==> config.mk <==
export PLATFORM = sky130hd
export DESIGN_NAME = dram_pattern_ctrl
export DESIGN_NICKNAME = d
export VERILOG_FILES = /design/src/rtl/dram_pattern_pkg.sv /design/src/rtl/dpc_addr_cnt.sv /design/src/rtl/dpc_pattern.sv /design/src/rtl/dpc_err_trap.sv /design/src/rtl/dram_pattern_ctrl.sv
export SDC_FILE = /design/constraint.sdc
export NUM_CORES = 1
export LEC_CHECK = 0
export BUFFER_PORTS_ARGS = -buffer_cell sky130_fd_sc_hd__buf_4
export CAP_MARGIN = 20
export CORE_MARGIN = 5
export CORE_UTILIZATION = 49
export CTS_CLUSTER_SIZE = 16
export DETAILED_ROUTE_END_ITERATION = 7
export PLACE_DENSITY_LB_ADDON = 0.05
export RECOVER_POWER = 100
export SYNTH_ARGS = -nofsm -noshare
export SYNTH_HDL_FRONTEND = slang
export SYNTH_HIERARCHICAL = 1
export SYNTH_SLANG_ARGS = --single-unit
==> constraint.sdc <==
create_clock -name clk_i -period 3.4 [get_ports clk_i]
set_input_delay 0.68 -clock clk_i [delete_from_list [all_inputs] [get_ports clk_i]]
set_output_delay 0.68 -clock clk_i [all_outputs]
set_load 0.05 [all_outputs]
==> src/rtl/dram_pattern_pkg.sv <==
package dram_pattern_pkg;

  typedef enum logic [1:0] {
    PAT_ONES    = 2'd0,
    PAT_ZEROS   = 2'd1,
    PAT_PARITY  = 2'd2,
    PAT_NPARITY = 2'd3
  } pat_e;

  typedef enum logic [2:0] {
    ST_IDLE,
    ST_ISSUE,
    ST_WAIT,
    ST_PASS,
    ST_FAIL
  } state_e;

endpackage

==> src/rtl/dpc_addr_cnt.sv <==
module dpc_addr_cnt #(
  parameter int SMALL_LOG2 = 16,
  parameter int MID_LOG2   = 18,
  parameter int LARGE_LOG2 = 20,
  localparam int AW        = LARGE_LOG2
) (
  input  logic          clk_i,
  input  logic          rst_ni,
  input  logic          load_i,
  input  logic [1:0]    size_sel_i,
  input  logic          clear_i,
  input  logic          step_i,
  output logic [AW-1:0] addr_o,
  output logic          last_o
);

  localparam logic [AW-1:0] ALL_ONES = {AW{1'b1}};
  localparam logic [AW-1:0] TERM_S   = ALL_ONES >> (AW - SMALL_LOG2);
  localparam logic [AW-1:0] TERM_M   = ALL_ONES >> (AW - MID_LOG2);
  localparam logic [AW-1:0] TERM_L   = ALL_ONES;

  logic [AW-1:0] addr_q, term_q;

  always_ff @(posedge clk_i or negedge rst_ni) begin
    if (!rst_ni) begin
      term_q <= TERM_S;
    end else if (load_i) begin
      unique case (size_sel_i)
        2'd0:    term_q <= TERM_S;
        2'd1:    term_q <= TERM_M;
        default: term_q <= TERM_L;
      endcase
    end
  end

  always_ff @(posedge clk_i or negedge rst_ni) begin
    if (!rst_ni)      addr_q <= '0;
    else if (clear_i) addr_q <= '0;
    else if (step_i)  addr_q <= addr_q + 1'b1;
  end

  assign addr_o = addr_q;
  assign last_o = (addr_q == term_q);

endmodule

==> src/rtl/dpc_pattern.sv <==
module dpc_pattern
  import dram_pattern_pkg::*;
#(
  parameter int AW = 20
) (
  input  logic [AW-1:0] addr_i,
  input  pat_e          pat_i,
  output logic          bit_o
);

  logic [AW:0] par_chain;

  // Parity reduction written out as a chain so depth follows AW.
  assign par_chain[0] = 1'b0;
  for (genvar g = 0; g < AW; g++) begin : g_par
    assign par_chain[g+1] = par_chain[g] ^ addr_i[g];
  end

  always_comb begin
    unique case (pat_i)
      PAT_ONES:    bit_o = 1'b1;
      PAT_ZEROS:   bit_o = 1'b0;
      PAT_PARITY:  bit_o = par_chain[AW];
      default:     bit_o = ~par_chain[AW];
    endcase
  end

endmodule

==> src/rtl/dpc_err_trap.sv <==
module dpc_err_trap
  import dram_pattern_pkg::*;
#(
  parameter int AW = 20
) (
  input  logic          clk_i,
  input  logic          rst_ni,
  input  logic          clear_i,
  input  logic          check_i,
  input  logic          rdata_i,
  input  logic          exp_i,
  input  logic [AW-1:0] addr_i,
  input  pat_e          pat_i,
  output logic          mismatch_o,
  output logic          fail_o,
  output logic [AW-1:0] fail_addr_o,
  output logic [1:0]    fail_test_o
);

  logic          fail_q;
  logic [AW-1:0] addr_q;
  logic [1:0]    test_q;

  assign mismatch_o = rdata_i ^ exp_i;

  always_ff @(posedge clk_i or negedge rst_ni) begin
    if (!rst_ni) begin
      fail_q <= 1'b0;
      addr_q <= '0;
      test_q <= '0;
    end else if (clear_i) begin
      fail_q <= 1'b0;
      addr_q <= '0;
      test_q <= '0;
    end else if (check_i && mismatch_o && !fail_q) begin
      fail_q <= 1'b1;
      addr_q <= addr_i;
      test_q <= pat_i;
    end
  end

  assign fail_o      = fail_q;
  assign fail_addr_o = addr_q;
  assign fail_test_o = test_q;

endmodule

==> src/rtl/dram_pattern_ctrl.sv <==
module dram_pattern_ctrl
  import dram_pattern_pkg::*;
#(
  parameter int SMALL_LOG2 = 16,
  parameter int MID_LOG2   = 18,
  parameter int LARGE_LOG2 = 20,
  localparam int AW        = LARGE_LOG2
) (
  input  logic          clk_i,
  input  logic          rst_ni,
  input  logic          start_i,
  input  logic [1:0]    size_sel_i,
  input  logic          burn_in_i,
  output logic          req_valid_o,
  input  logic          req_ready_i,
  output logic [AW-1:0] req_addr_o,
  output logic          req_we_o,
  output logic          req_wdata_o,
  input  logic          rsp_valid_i,
  input  logic          rsp_rdata_i,
  output logic          busy_o,
  output logic          pass_o,
  output logic          fail_o,
  output logic [AW-1:0] fail_addr_o,
  output logic [1:0]    fail_test_o
);

  state_e        state_q, state_d;
  pat_e          pat_q, pat_d;
  logic          rd_q, rd_d;
  logic          cnt_load, cnt_clear, cnt_step;
  logic          trap_clear, trap_check;
  logic [AW-1:0] addr;
  logic          last, exp_bit, mismatch;

  dpc_addr_cnt #(
    .SMALL_LOG2 (SMALL_LOG2),
    .MID_LOG2   (MID_LOG2),
    .LARGE_LOG2 (LARGE_LOG2)
  ) u_cnt (
    .clk_i      (clk_i),
    .rst_ni     (rst_ni),
    .load_i     (cnt_load),
    .size_sel_i (size_sel_i),
    .clear_i    (cnt_clear),
    .step_i     (cnt_step),
    .addr_o     (addr),
    .last_o     (last)
  );

  dpc_pattern #(.AW(AW)) u_pat (
    .addr_i (addr),
    .pat_i  (pat_q),
    .bit_o  (exp_bit)
  );

  dpc_err_trap #(.AW(AW)) u_trap (
    .clk_i       (clk_i),
    .rst_ni      (rst_ni),
    .clear_i     (trap_clear),
    .check_i     (trap_check),
    .rdata_i     (rsp_rdata_i),
    .exp_i       (exp_bit),
    .addr_i      (addr),
    .pat_i       (pat_q),
    .mismatch_o  (mismatch),
    .fail_o      (fail_o),
    .fail_addr_o (fail_addr_o),
    .fail_test_o (fail_test_o)
  );

  always_comb begin
    state_d    = state_q;
    pat_d      = pat_q;
    rd_d       = rd_q;
    cnt_load   = 1'b0;
    cnt_clear  = 1'b0;
    cnt_step   = 1'b0;
    trap_clear = 1'b0;
    trap_check = 1'b0;
    unique case (state_q)
      ST_ISSUE: begin
        if (req_ready_i) state_d = ST_WAIT;
      end
      ST_WAIT: begin
        if (rsp_valid_i) begin
          trap_check = rd_q;
          if (rd_q && mismatch) begin
            state_d = ST_FAIL;
          end else begin
            state_d = ST_ISSUE;
            if (last) begin
              cnt_clear = 1'b1;
              if (!rd_q) begin
                rd_d = 1'b1;
              end else begin
                rd_d = 1'b0;
                if (pat_q == PAT_NPARITY) begin
                  pat_d = PAT_ONES;
                  // End of program: loop in burn-in, else report pass.
                  if (!burn_in_i) state_d = ST_PASS;
                end else begin
                  pat_d = pat_e'(pat_q + 2'd1);
                end
              end
            end else begin
              cnt_step = 1'b1;
            end
          end
        end
      end
      default: begin
        if (start_i) begin
          state_d    = ST_ISSUE;
          pat_d      = PAT_ONES;
          rd_d       = 1'b0;
          cnt_load   = 1'b1;
          cnt_clear  = 1'b1;
          trap_clear = 1'b1;
        end
      end
    endcase
  end

  always_ff @(posedge clk_i or negedge rst_ni) begin
    if (!rst_ni) begin
      state_q <= ST_IDLE;
      pat_q   <= PAT_ONES;
      rd_q    <= 1'b0;
    end else begin
      state_q <= state_d;
      pat_q   <= pat_d;
      rd_q    <= rd_d;
    end
  end

  assign req_valid_o = (state_q == ST_ISSUE);
  assign req_addr_o  = addr;
  assign req_we_o    = ~rd_q;
  assign req_wdata_o = exp_bit;
  assign busy_o      = (state_q == ST_ISSUE) || (state_q == ST_WAIT);
  assign pass_o      = (state_q == ST_PASS);

endmodule

==> impl_metrics.py <==
metrics = {
    "critical_path": {
        "end_kind": "flop",
        "cp-start-kind": "flop",
        "crit_chain": "xnor2_2, xnor2_1, xnor3_1, xnor2_2, nand2_2, xor2_4, xor2_4, nand2_2, nand2_2, nor2_4, o2111ai_2, or4_4, or3_1, a21oi_1",
        "required_ns": 3.63,
        "cp_slowest_stage_delay_ns": 0.47,
        "critical_path_class": "flop to flop",
        "reg2reg_depth": 14,
        "regToRegEndpoint": "u_cnt/addr_o[18]$_DFFE_PN0P_",
        "cpMostUsedCell": "nand2_2",
        "cpLargestDelayFamily": "XOR/XNOR gates",
        "path_buf_inv": 0,
        "crit_slowest_cell": "or4_4",
        "critPathMaxFanout": 6,
        "cp.depth": 14,
        "rrSetupSlack_ns": 0.06,
        "r2r-start": "u_cnt/addr_o[8]$_DFFE_PN0P_",
        "arrival_ns": 3.56,
    },
    "hold_path": {
        "hold_path_class": "flop to flop",
        "min-delay-start": "u_trap/fail_addr_o[18]$_DFFE_PN0P_",
        "min_path_cells": 1,
        "whs_endpoint": "u_trap/fail_addr_o[18]$_DFFE_PN0P_",
    },
    "routing": {
        "avgRoutedWirePerCell_microns": 16.69,
        "drc": 0,
        "drt_iter0_markers": 103,
        "drt_wl_total_microns": 6525,
        "vias": 2154,
        "first_pass_iters": 4,
        "ant_nets": 0,
        "via_per_inst": 5.509,
    },
    "finish": {
        "drive_gt1_share_pct": 32.71,
        "n_antenna_cell": 0,
        "post-route-util_pct": 66.80,
        "syn_to_final_growth_pct": 31.80,
        "nNetsFinal": 331,
    },
    "synthesis": {
        "synth.distinct_cells": 47,
        "yosys.area_share.simple_pct": 17.39,
        "synth_top_family_by_area": "simple AND/OR/NAND/NOR gates",
        "synth_area_leader_cell": "dfrtp_1",
        "yosysWarnings": 6,
        "syn_nets": 246,
        "synth_area_sq_um": 2605,
        "postSynthCellCount": 235,
        "ys_ff_latch": 51,
        "yosys.area_share.adder_pct": 0.9606,
        "ys_seq_area_share_pct": 48.99,
        "synthFlopType": "dfrtp_1",
        "synth_compound_area_share_pct": 16.67,
        "synth_edf_count": 0,
        "synth_mux_area_share_pct": 0.8165,
        "synth_most_common_cell": "dfrtp_1",
        "ys_top_cells_by_count": "dfrtp_1 (51), xnor2_1 (25), nor2_1 (21)",
        "synth_top_area_share_pct": 48.99,
        "async_flop_share_pct": 100.0,
        "synth_xor_area_share_pct": 11.58,
        "ys_top_cells_by_area": "dfrtp_1 (49%), xnor2_1 (8.4%), a22o_1 (6.4%)",
        "syn_area_per_cell_sq_um": 11.09,
    },
    "place": {
        "preCtsSetupSlack_ns": -0.03646,
        "hpwl_microns": 4671,
        "gp_congestion": 0.7693,
        "portBuffers": 56,
    },
    "clock_network": {
        "worstSkewPairLatency_ns": 0.30,
        "cts_buffers": 5,
        "h-tree-depth": 2,
        "clockBufferDepth": 2,
        "cts_tree": "built",
        "cts_sinks": 51,
        "root_buffer": "clkbuf_8",
        "clk_pin_slew_ns": 0.09,
    },
    "global_route": {
        "antenna_found_initial": 0,
        "grt_use_met3_pct": 4.554,
        "grt_pass1_vias": 2176,
        "grt-ovfl-total": 0,
        "grt_pass1_wl_microns": 11140,
        "grt.busiest_layer": "met2",
        "grt_max_degree": 52,
        "grt_use_met2_pct": 30.69,
        "grtUsageMet1_pct": 27.86,
        "track_usage_pct": 19.63,
    },
    "pwr": {
        "ir_drop_mv": 0.3008,
        "p_leak_nw": 1.467,
        "p_per_area_nw_per_um2": 519.6,
    },
    "flow_run": {
        "drv_cap": 0,
    },
    "floorplanning": {
        "die_y_microns": 82.92,
        "fp.coreArea_sq_um": 5140,
        "num_io_pins": 57,
        "die_w_microns": 82.92,
        "rows": 26,
        "start_util_pct": 50.68,
        "dieArea_sq_um": 6875,
    },
    "sta": {
        "max_freq_mhz": 299.8,
        "slew_viol_final": 0,
        "post-route-min-period_ns": 3.336,
        "setup_violations": 0,
        "finalCritPeriodShare_pct": 98.11,
        "hold_viol": 0,
        "worstMarginPinSlew_ns": 1.263,
        "relSlewSlack_pct": 15.77,
        "setup_slack_ns": 0.06437,
        "rsz0062_at_grt": "true",
        "fin_skew_ns": 0.004674,
    },
    "status": {
        "outcome": "finished clean",
    },
}
-- repair_timing --
action / CTS / global route
pin swaps: 0 / 3
setup buffers: 0 / 2
endpoints found under the setup margin: 6 / 7
hold buffers: 0 / 0
gates resized for setup: 2 / 9
gates cloned: 0 / 0
-- worst max-delay path by stage --
stage                                            start                      endpoint  slack [ns]
after floorplan           u_cnt/addr_o[17]$_DFFE_PN0P_  u_cnt/addr_o[18]$_DFFE_PN0P_       -0.33
after global placement    u_cnt/addr_o[19]$_DFFE_PN0P_  u_cnt/addr_o[15]$_DFFE_PN0P_        0.06
after detailed placement  u_cnt/addr_o[17]$_DFFE_PN0P_  u_cnt/addr_o[17]$_DFFE_PN0P_       -0.04
after CTS                 u_cnt/addr_o[17]$_DFFE_PN0P_  u_cnt/addr_o[14]$_DFFE_PN0P_        0.05
after global routing       u_cnt/addr_o[8]$_DFFE_PN0P_  u_cnt/addr_o[14]$_DFFE_PN0P_       -0.14
final                      u_cnt/addr_o[8]$_DFFE_PN0P_  u_cnt/addr_o[18]$_DFFE_PN0P_        0.06
-- cell usage in the layout, fill, tap and decap left out, types with 5 or more instances in the layout --
cell type and instances:
or3_1 8, dfrtp_1 39, nor2_1 20, dfrtp_2 12, a22o_1 19, buf_4 52
a21oi_1 11, nand2_1 7, xnor2_1 20, clkbuf_8 5, clkbuf_1 33, xnor2_2 5
nor3_1 5, inv_1 7, nand3_1 5, o21ai_0 11
-- worst register-to-register path, delay by kind of cell, from the launching register on --
| kind | cells | cell delay (ns) |
|---|---|---|
| xor gates and xnor gates | 6 | 1.34 |
| and+or+nand+nor | 6 | 1.22 |
| DFF | 1 | 0.43 |
| AOI/OAI and AO/OA | 2 | 0.28 |
-- metrics by stage --
stage                     power (mW)  instances  area [sq um]  setup TNS, ns  hold slack [ns]
final                          1.784        391          3433              0           0.5089
after global routing           1.865        391          3433        -0.7317           0.5291
after CTS                      1.774        389          3503              0           0.4123
after detailed placement       1.273        381          3361       -0.09642           0.4922
after global placement         1.264        381          3361              0           0.4898
after floorplan                1.078        235          2693         -1.945           0.3844
-- cells by family (layout without fill, tap and decap cells) --
| logic type | Yosys count | after routing |
|---|---|---|
| fa+ha+maj | 2 | 2 |
| buf+inv | 16 | 102 |
| xor+xnor | 32 | 32 |
| simple gates | 75 | 75 |
| mux | 2 | 2 |
| compound gates | 57 | 57 |
| flops | 51 | 51 |
-- metal layers --
layer / vias up / wire length, microns
met5: - / 0
met1: 1085 / 3102
li1: 1020 / -
met2: 47 / 3054
met3: 2 / 343
met4: 0 / 25
-- registers in the layout, indices dropped and copies added, names as in the netlist --
signal              cells
pat_q                   2
rd_q                    1
state_q                 3
u_cnt/addr_o           20
u_cnt/term_q            2
u_trap/fail_addr_o     20
u_trap/fail_o           1
u_trap/fail_test_o      2
-- report_power, final --
group / switching [mW] / internal, mW
Clock: 0.206 / 0.293
Sequential: 0.0379 / 0.636
Combinational: 0.383 / 0.228
Total: 0.627 / 1.16
-- area by class of cell --
class                           count  area, sq um
Tap cell                           70        87.58
Multi-Input combinational cell    168         1353
Timing Repair Buffer               87        539.3
Clock inverter                      3        67.56
Inverter                            7        26.28
Clock buffer                        5        68.82
Fill cell                         467         1707
Sequential cell                    51         1291
No activity file was read; power rests on OpenSTA's default activity.
